$ cat config.mk
export PLATFORM = sky130hd
export DESIGN_NAME = pid_event_router
export DESIGN_NICKNAME = d
export VERILOG_FILES = /design/src/rtl/lin_pid_pkg.sv /design/src/rtl/pid_event_router.sv
export SDC_FILE = /design/constraint.sdc
export NUM_CORES = 1
export LEC_CHECK = 0
export BUFFER_PORTS_ARGS = -buffer_cell sky130_fd_sc_hd__buf_4
export CORE_AREA = 3 3 40 42
export CTS_CLUSTER_DIAMETER = 200
export DETAILED_ROUTE_END_ITERATION = 10
export DIE_AREA = 0 0 43 45
export PLACE_DENSITY = 0.61
export SLEW_MARGIN = 40
export SYNTH_ARGS = -nofsm -noshare
export SYNTH_HDL_FRONTEND = slang
export SYNTH_SLANG_ARGS = --single-unit
export TNS_END_PERCENT = 5
$ cat constraint.sdc
create_clock -name clk -period 1.5 [get_ports clk]
set_input_delay 0.075 -clock clk [delete_from_list [all_inputs] [get_ports clk]]
set_output_delay 0.075 -clock clk [all_outputs]
set_load 0.1 [all_outputs]
$ cat src/rtl/lin_pid_pkg.sv
package lin_pid_pkg;
  localparam int ID_W  = 6;
  localparam int PID_W = 8;

  // Expected {P1, P0} for a six-bit identifier
  function automatic logic [1:0] pid_parity_bits(input logic [ID_W-1:0] id);
    logic p0;
    logic p1;
    p0 = id[0] ^ id[1] ^ id[2] ^ id[4];
    p1 = ~(id[1] ^ id[3] ^ id[4] ^ id[5]);
    return {p1, p0};
  endfunction

  function automatic logic pid_parity_bad(input logic [PID_W-1:0] pid);
    return pid[PID_W-1:ID_W] != pid_parity_bits(pid[ID_W-1:0]);
  endfunction
endpackage

$ cat src/rtl/pid_event_router.sv
module pid_event_router
  import lin_pid_pkg::*;
(
  input  logic             clk,
  input  logic             rst_n,
  input  logic             store_evt,
  input  logic             parity_bad,
  input  logic             check_active,
  input  logic [PID_W-1:0] rx_byte,
  input  logic             err_clr,
  output logic [PID_W-1:0] pid_q,
  output logic             par_err,
  output logic             irq_rx_done,
  output logic             irq_status
);
  logic err_set;
  logic ok_evt;

  always_comb begin
    err_set = store_evt & parity_bad;
    ok_evt  = store_evt & ~parity_bad;
  end

  always_ff @(posedge clk or negedge rst_n) begin
    if (!rst_n) begin
      pid_q       <= '0;
      par_err     <= 1'b0;
      irq_rx_done <= 1'b0;
      irq_status  <= 1'b0;
    end else begin
      if (store_evt) pid_q <= rx_byte;
      if (err_set)      par_err <= 1'b1;
      else if (err_clr) par_err <= 1'b0;
      irq_rx_done <= ok_evt;
      irq_status  <= err_set;
    end
  end

  AST_PID_STORED: assert property (@(posedge clk) disable iff (!rst_n)
    store_evt |=> pid_q == $past(rx_byte));
  AST_ERR_SETS: assert property (@(posedge clk) disable iff (!rst_n)
    err_set |=> par_err);
  AST_STATUS_ROUTE: assert property (@(posedge clk) disable iff (!rst_n)
    err_set |=> irq_status && !irq_rx_done);
  AST_IRQ_EXCL: assert property (@(posedge clk) disable iff (!rst_n)
    !(irq_status && irq_rx_done));
  AST_DONE_ROUTE: assert property (@(posedge clk) disable iff (!rst_n)
    ok_evt |=> irq_rx_done && !irq_status);
  AST_INACTIVE_OK: assert property (@(posedge clk) disable iff (!rst_n)
    store_evt && !check_active |=> irq_rx_done && par_err == $past(par_err));
  AST_NO_EVT_QUIET: assert property (@(posedge clk) disable iff (!rst_n)
    !store_evt |=> !irq_rx_done && !irq_status && $stable(pid_q));
  AST_CLR_WORKS: assert property (@(posedge clk) disable iff (!rst_n)
    err_clr && !err_set |=> !par_err);
endmodule

Word-level counts from Yosys, hierarchy flattened
Index checks and enable logic that the tools add are counted.
- flip-flop bits (word level): 11
- input port bits: 14
- output and inout bits: 11
- bitwise gates (word level): 3
- reduce and logical (&&, ||, !) cells: 1
- mux-type cells: 2
- operators with widths (cell ; number):
    $and A1 B1 Y1 ; 2
    $mux W1 ; 2
    $reduce_bool A2 Y1 ; 1
    $not A1 Y1 ; 1

Depth between registers and ports, before layout
Gate-level depths: netlist (run 1).
- depth after elaboration: 2
- depth in mapped cells: 3

Worst setup path before layout (run 1)
No wires, ideal clock.
- path type: flip-flop to flip-flop
- start point: register, netlist name pid_q[0]
- end point: register pid_q[0]
- stages on the path, launching flop included: 2
- data arrival time: 1.132 ns
- period minus slack after synthesis: 1.258 ns
- setup time: 0.126 ns
- required time: 1.374 ns
- setup slack: 0.242 ns
- cell sequence: dfrtp_1 mux2_4
- RTL lines (item ; RTL line ; RTL):
    end signal: assignment ; pid_event_router.sv:31 ; if (store_evt) pid_q <= rx_byte;
    end: declaration ; pid_event_router.sv:11 ; output logic [PID_W-1:0] pid_q,

Worst setup path after layout (run 1)
- start point: register pid_q[4]
- end point: output pid_q[4]
No word-level cell between the ends.

==> results.json, run 1 <==
{
  "status": "complete, no violations",
  "grt_pass1_wl_um": 1428,
  "cts-hold-fix-buffers": 2,
  "hold_depth": 2,
  "via_per_inst": 4.284,
  "reg2reg_depth": 1,
  "grt_max_degree": 12,
  "worst-setup-path-type": "flip-flop to output pin",
  "period_share_pct": 65.84,
  "yosys_warnings": 0,
  "cts_tree": "done",
  "final_layout_size_suffix_gt1_share_pct": 67.31,
  "dr.first_iter.drc_count": 2,
  "wl_per_cell_um": 12.58,
  "avgSynthCellArea_um2": 18.04,
  "io_pins": 25,
  "yosys-top-cells-area": "dfrtp_1 64%, mux2_4 28%, buf_6 2.6%",
  "cts_num_sinks": 11,
  "fin_setup_tns_ns": 0,
  "min_from": "rx_byte[7]",
  "netlist_area_um2": 432.9,
  "vias": 287,
  "rsz0062_at_grt": "false",
  "drt_first_pass_iters": 2,
  "yosysSeqAreaShare_pct": 63.58,
  "rows": 13,
  "cts_buffer_depth": 2,
  "mostFrequentLayoutCells": "23 x buf_4, 11 x dfrtp_1, 8 x mux2_4",
  "vdd_drop_max_uv": 590.8,
  "timing.fmax_mhz": 1013,
  "finalNetCount": 67,
  "cts-root-buf": "clkbuf_4",
  "detailed_place_hpwl_um": 617.4,
  "hp-class": "primary input to flip-flop",
  "antenna_cells": 0,
  "htree_levels": 1,
  "critPathLaunchType": "flip-flop",
  "path_delay_family": "flip-flops",
  "cp-end-kind": "output pin",
  "worstPathArrival_ns": 0.91,
  "regToRegStartpoint": "pid_q[4]",
  "slowest_delay_ns": 0.36,
  "post-route-drc-count": 0,
  "required_ns": 1.42,
  "grt_pass1_vias": 315,
  "final_common_cell": "buf_4",
  "crit_chain": "buf_4",
  "cts_resized": 0,
  "cp-startpoint": "pid_q[4]",
  "grt_overflow_total": 0,
  "reg2reg_to": "pid_q[4]",
  "dieHeight_um": 45,
  "io_buffers": 23,
  "synthDistinctLibCells": 7,
  "placeableCoreArea_mm2": 0.001285,
  "total_power_uw": 859.7,
  "clk_pin_slew_ns": 0.07,
  "syn_inst": 24,
  "cap_violations": 0,
  "yosysTopAreaCell": "dfrtp_1",
  "syn-num-nets": 38,
  "antenna_found_initial": 0,
  "die_x_um": 43,
  "powerDensity_mw_per_mm2": 1304,
  "ant_nets": 0,
  "setup_violations": 0,
  "gp_congestion": 0.6935,
  "cp_max_fo": 2,
  "rrSetupSlack_ns": 0.73,
  "tightest_slew_ns": 0.2796,
  "final-max-slew-violation-count": 0,
  "die_area_mm2": 0.001935,
  "hold_viol": 0,
  "grt_usage_pct": 10.65,
  "skew_ns": 0,
  "ys_ff_latch": 11,
  "hold_path_end": "pid_q[7]",
  "worst_skew_pair.late_latency_ns": 0.26,
  "slew_headroom_pct": 81.52,
  "crit_buf_inv": 1,
  "postCtsSetupBuffers": 0,
  "final.min_clock_period_ns": 0.9876,
  "crit_slowest_cell": "dfrtp_1",
  "numCtsBuffers": 3,
  "area_growth_pct": 52.31,
  "leakage_nw": 0.3518,
  "finalWirelength_um": 843,
  "synthDominantCellAreaShare_pct": 63.58,
  "initial_core_util_pct": 33.69
}
registers in the layout, indices dropped and copies added (netlist names):
name	count
pid_q	8
par_err	1
irq_status	1
irq_rx_done	1
per-layer routing:
layer | vias up | share of wire, % | track usage [%]
met1 | 135 | 43 | 13.35
met5 | - | 0 | 0
met3 | 0 | 10 | 6.773
met4 | 0 | 0 | 5.422
met2 | 17 | 47 | 14.07
li1 | 135 | - | -
logic make-up after synthesis:
kind of cell / Yosys count / share of synthesized area, %
buf+inv: 2 / 3.467
simple gates: 2 / 3.470
flops: 11 / 63.58
compound gates: 1 / 1.735
mux: 8 / 27.75
report_power, final:
part	leakage (nW)	total (mW)	internal, mW	switching [mW]
combinational	0.205	0.330	0.0928	0.237
sequential	0.131	0.337	0.323	0.0138
clock	0.0150	0.192	0.103	0.0896
total	0.352	0.860	0.519	0.341
worst max path at each step:
| stage | to | slack, ns | depth (start not counted) |
|---|---|---|---|
| 2_1_floorplan | pid_q[0] | 0.24 | 1 |
| 5_1_grt | pid_q[3] | 0.45 | 1 |
| 6_report | pid_q[4] | 0.51 | 1 |
| 3_5_place_dp | pid_q[4] | 0.75 | 1 |
| 3_3_place_gp | pid_q[7] | 0.76 | 1 |
| 4_1_cts | pid_q[6] | 0.50 | 1 |
synthesized netlist by cell type:
library cell	number
dfrtp_1	11
buf_6	1
mux2_4	8
and2_4	1
nor2b_1	1
a21o_1	1
inv_1	1
area by class of cell:
class / count / area [um2]
fill: 123 / 625.6
sequential: 11 / 275.3
timing repair buffer: 25 / 192.7
multi-input combinational: 11 / 142.6
clock buffer: 4 / 26.28
tap: 15 / 18.77
inverter: 1 / 3.754
stage by stage:
step	setup slack [ns]	util [%]	instances	instance area, um2	hold slack (ns)
floorplan	0.2417	-	24	432.9	-0.2206
detailed placement	0.7471	47.71	61	613.1	-0.08313
finish	0.5124	51.31	67	659.4	0.03988
global placement	0.7574	47.71	61	613.1	-0.08903
CTS	0.4974	51.31	67	659.4	0.02648
global route	0.4523	51.31	67	659.4	0.01617
Note: power is estimated with default switching activity, not from simulation.
==> run 2: changes to the inputs <==
--- a/config.mk
+++ b/config.mk
@@ -5,6 +5,7 @@
 export SDC_FILE = /design/constraint.sdc
 export NUM_CORES = 1
 export LEC_CHECK = 0
+export ABC_AREA = 1
 export BUFFER_PORTS_ARGS = -buffer_cell sky130_fd_sc_hd__buf_4
 export CORE_AREA = 3 3 40 42
 export CTS_CLUSTER_DIAMETER = 200
==> constraint.sdc (replaced) <==
create_clock -name clk -period 0.85 [get_ports clk]
set_input_delay 0.0425 -clock clk [delete_from_list [all_inputs] [get_ports clk]]
set_output_delay 0.0425 -clock clk [all_outputs]
set_load 0.1 [all_outputs]
==> run 2 against run 1 <==
The run now ends with setup timing left. Non-clock buffer count is 8 higher. Via count grew 40%. Die area is the same. Sequential power grew 82%. Highest routed layer unchanged.
==> results.json, run 2 <==
{
  "rows": 13,
  "avgSynthCellArea_um2": 9.369,
  "rsz0062_at_grt": "true",
  "synth_edf_count": 0,
  "ys_ff_latch": 11,
  "syn_inst": 43,
  "final-seq-area_um2": 287.8,
  "grt_pass1_wl_um": 1725,
  "synth_commonest_cells": "27 x nand2_1, 11 x dfrtp_1, 2 x inv_1",
  "place_area_um2": 595.6,
  "powerDensity_mw_per_mm2": 1912,
  "cts_num_sinks": 11,
  "skew_ns": 0,
  "antenna_cells": 0,
  "final.min_clock_period_ns": 0.9055,
  "worst-setup-path-type": "flip-flop to output pin",
  "via_per_inst": 4.266,
  "cap_violations": 0,
  "wl_per_cell_um": 10.11,
  "dieHeight_um": 45,
  "clk_pin_slew_ns": 0.07,
  "cts-root-buf": "clkbuf_4",
  "vdd_drop_max_uv": 857.6,
  "die_area_mm2": 0.001935,
  "grt_overflow_total": 0,
  "initial_core_util_pct": 31.35,
  "multi_input_area_um2": 105.1,
  "vias": 401,
  "die_x_um": 43,
  "finalNetCount": 94,
  "period_share_pct": 106.5,
  "io_buffers": 23,
  "synthDistinctLibCells": 6,
  "worstPathArrival_ns": 0.86,
  "fin_setup_tns_ns": -0.4843,
  "postCtsSetupBuffers": 0,
  "ys.flop_type": "dfrtp_1",
  "gp_congestion": 0.6503,
  "io_pins": 25,
  "drt_first_pass_iters": 5,
  "largest_reg_flops": 8,
  "final_area_um2": 823.3,
  "cp-end-kind": "output pin",
  "slowest_delay_ns": 0.43,
  "yosys_warnings": 0,
  "setup_slack_ns": -0.05553,
  "htree_levels": 1,
  "cts_buffer_depth": 2,
  "area_growth_pct": 104.3,
  "hp-class": "primary input to flip-flop",
  "crit_slowest_cell": "dfrtp_2",
  "final-max-slew-violation-count": 0,
  "grt_usage_pct": 12.29,
  "hold_viol": 0,
  "critPathLaunchType": "flip-flop",
  "syn-num-nets": 57,
  "p_int_uw": 973.6,
  "combPwrFrac_pct": 39.2,
  "power.share.clock_pct": 21.8,
  "yosys-top-cells-area": "dfrtp_1 68%, nand2_1 25%, buf_6 2.8%",
  "tightest_slew_ns": 0.2017,
  "leakage_nw": 0.4235,
  "status": "complete, but fails checks",
  "worst_skew_pair.late_latency_ns": 0.26,
  "yosysTopAreaCell": "dfrtp_1",
  "cp_max_fo": 2,
  "slew_headroom_pct": 86.59,
  "final_layout_size_suffix_gt1_share_pct": 46.84,
  "fillCellCount": 106,
  "antenna_found_initial": 0,
  "p_sw_uw": 600.6,
  "dr.first_iter.drc_count": 4,
  "async_flop_share_pct": 100.0,
  "detailed_place_hpwl_um": 636.2,
  "violations": "setup timing",
  "crit_chain": "buf_12",
  "power_frac_seq_pct": 39.0,
  "yosysSeqAreaShare_pct": 68.32,
  "synth_most_common_cell": "nand2_1",
  "grt_pass1_vias": 414,
  "synthDominantCellAreaShare_pct": 68.32,
  "cts_tree": "done",
  "final_common_cell": "nand2_1",
  "post-route-drc-count": 0,
  "finalWirelength_um": 950,
  "placeableCoreArea_mm2": 0.001285,
  "crit_buf_inv": 1,
  "grt_max_degree": 12,
  "regMostFlops": "pid_q",
  "numCtsBuffers": 3,
  "path_delay_family": "flip-flops",
  "ant_nets": 0,
  "setup_violations": 11,
  "mostFrequentLayoutCells": "27 x nand2_1, 12 x buf_4, 10 x dlygate4sd3_1, 10 x dfrtp_2, 6 x buf_12",
  "timing.fmax_mhz": 1104,
  "required_ns": 0.81,
  "swShare_pct": 38.15,
  "netlist_area_um2": 402.9
}
-- run 2: changes by cell type in the layout (fill, tap and decap cells not counted), sizes merged, moves of 2 or more --
cell / delta
dlygate4sd3: +8
inv: +2
mux2: -8
nand2: +27
-- run 2: path summary, 6_finish.rpt --
path                            slack (ns)  startpoint  cells after the start        to
worst min-delay path                 0.007     err_clr                      4   par_err
worst max register to register        0.21    pid_q[4]                      2  pid_q[4]
worst min register to register        0.49    pid_q[1]                      2  pid_q[1]
min in group asynchronous             0.15       rst_n                      2  pid_q[6]
worst max-delay path                 -0.06    pid_q[7]                      1  pid_q[7]
max in group asynchronous             0.54       rst_n                      2  pid_q[5]
-- run 2: stage by stage --
step                setup WS [ns]  hold slack, ns  util, %  cells  total power [mW]
floorplan                -0.07575         -0.2531        -     43            0.9721
global placement           0.1859         -0.1169    46.35     80             1.103
detailed placement         0.1831         -0.1169    46.35     80             1.107
CTS                      -0.06313        0.004098    60.66     94             1.541
global route             -0.08012         0.02675    64.07     94             1.639
finish                   -0.05553        0.006681    64.07     94             1.574
-- run 2: kinds of logic after synthesis --
group	synth area share [%]
buffers and inverters	5.590
DFF	68.32
and+or+nand+nor	26.09
-- run 2: worst min-delay path, cell delays in order --
cell     delay (ns)
buf_4          0.08
inv_1          0.03
nand2_1        0.05
nand2_1        0.04
-- run 2: repair_timing --
action,in CTS,in global routing
pin swaps,0,0
gates cloned,0,0
hold buffers,10,0
endpoints found under the setup margin,11,11
resized for setup,15,10
endpoints found under the hold margin,20,0
-- run 2: area by class of cell --
type | instances | share of cell area, %
multi-input cells | 28 | 12.77
repair buffers | 33 | 45.44
clock buffers | 4 | 3.191
inverters | 3 | 1.368
well taps | 15 | 2.280
flip-flops and latches | 11 | 34.95
-- run 2: routing by layer --
layer	global-route usage [%]	vias to the layer above	share of wire, %
li1	-	196	-
met1	13.71	180	39
met2	20.36	25	49
met3	5.578	0	12
met4	5.422	0	0
met5	0	-	0
-- run 2: power by group through the flow --
stage	sequential, mW	clock, mW	combinational (mW)
final	0.614	0.344	0.617
after global routing	0.618	0.375	0.645
after CTS	0.606	0.356	0.580
after detailed placement	0.604	0	0.503
after global placement	0.603	0	0.500
after floorplan	0.922	0	0.0497
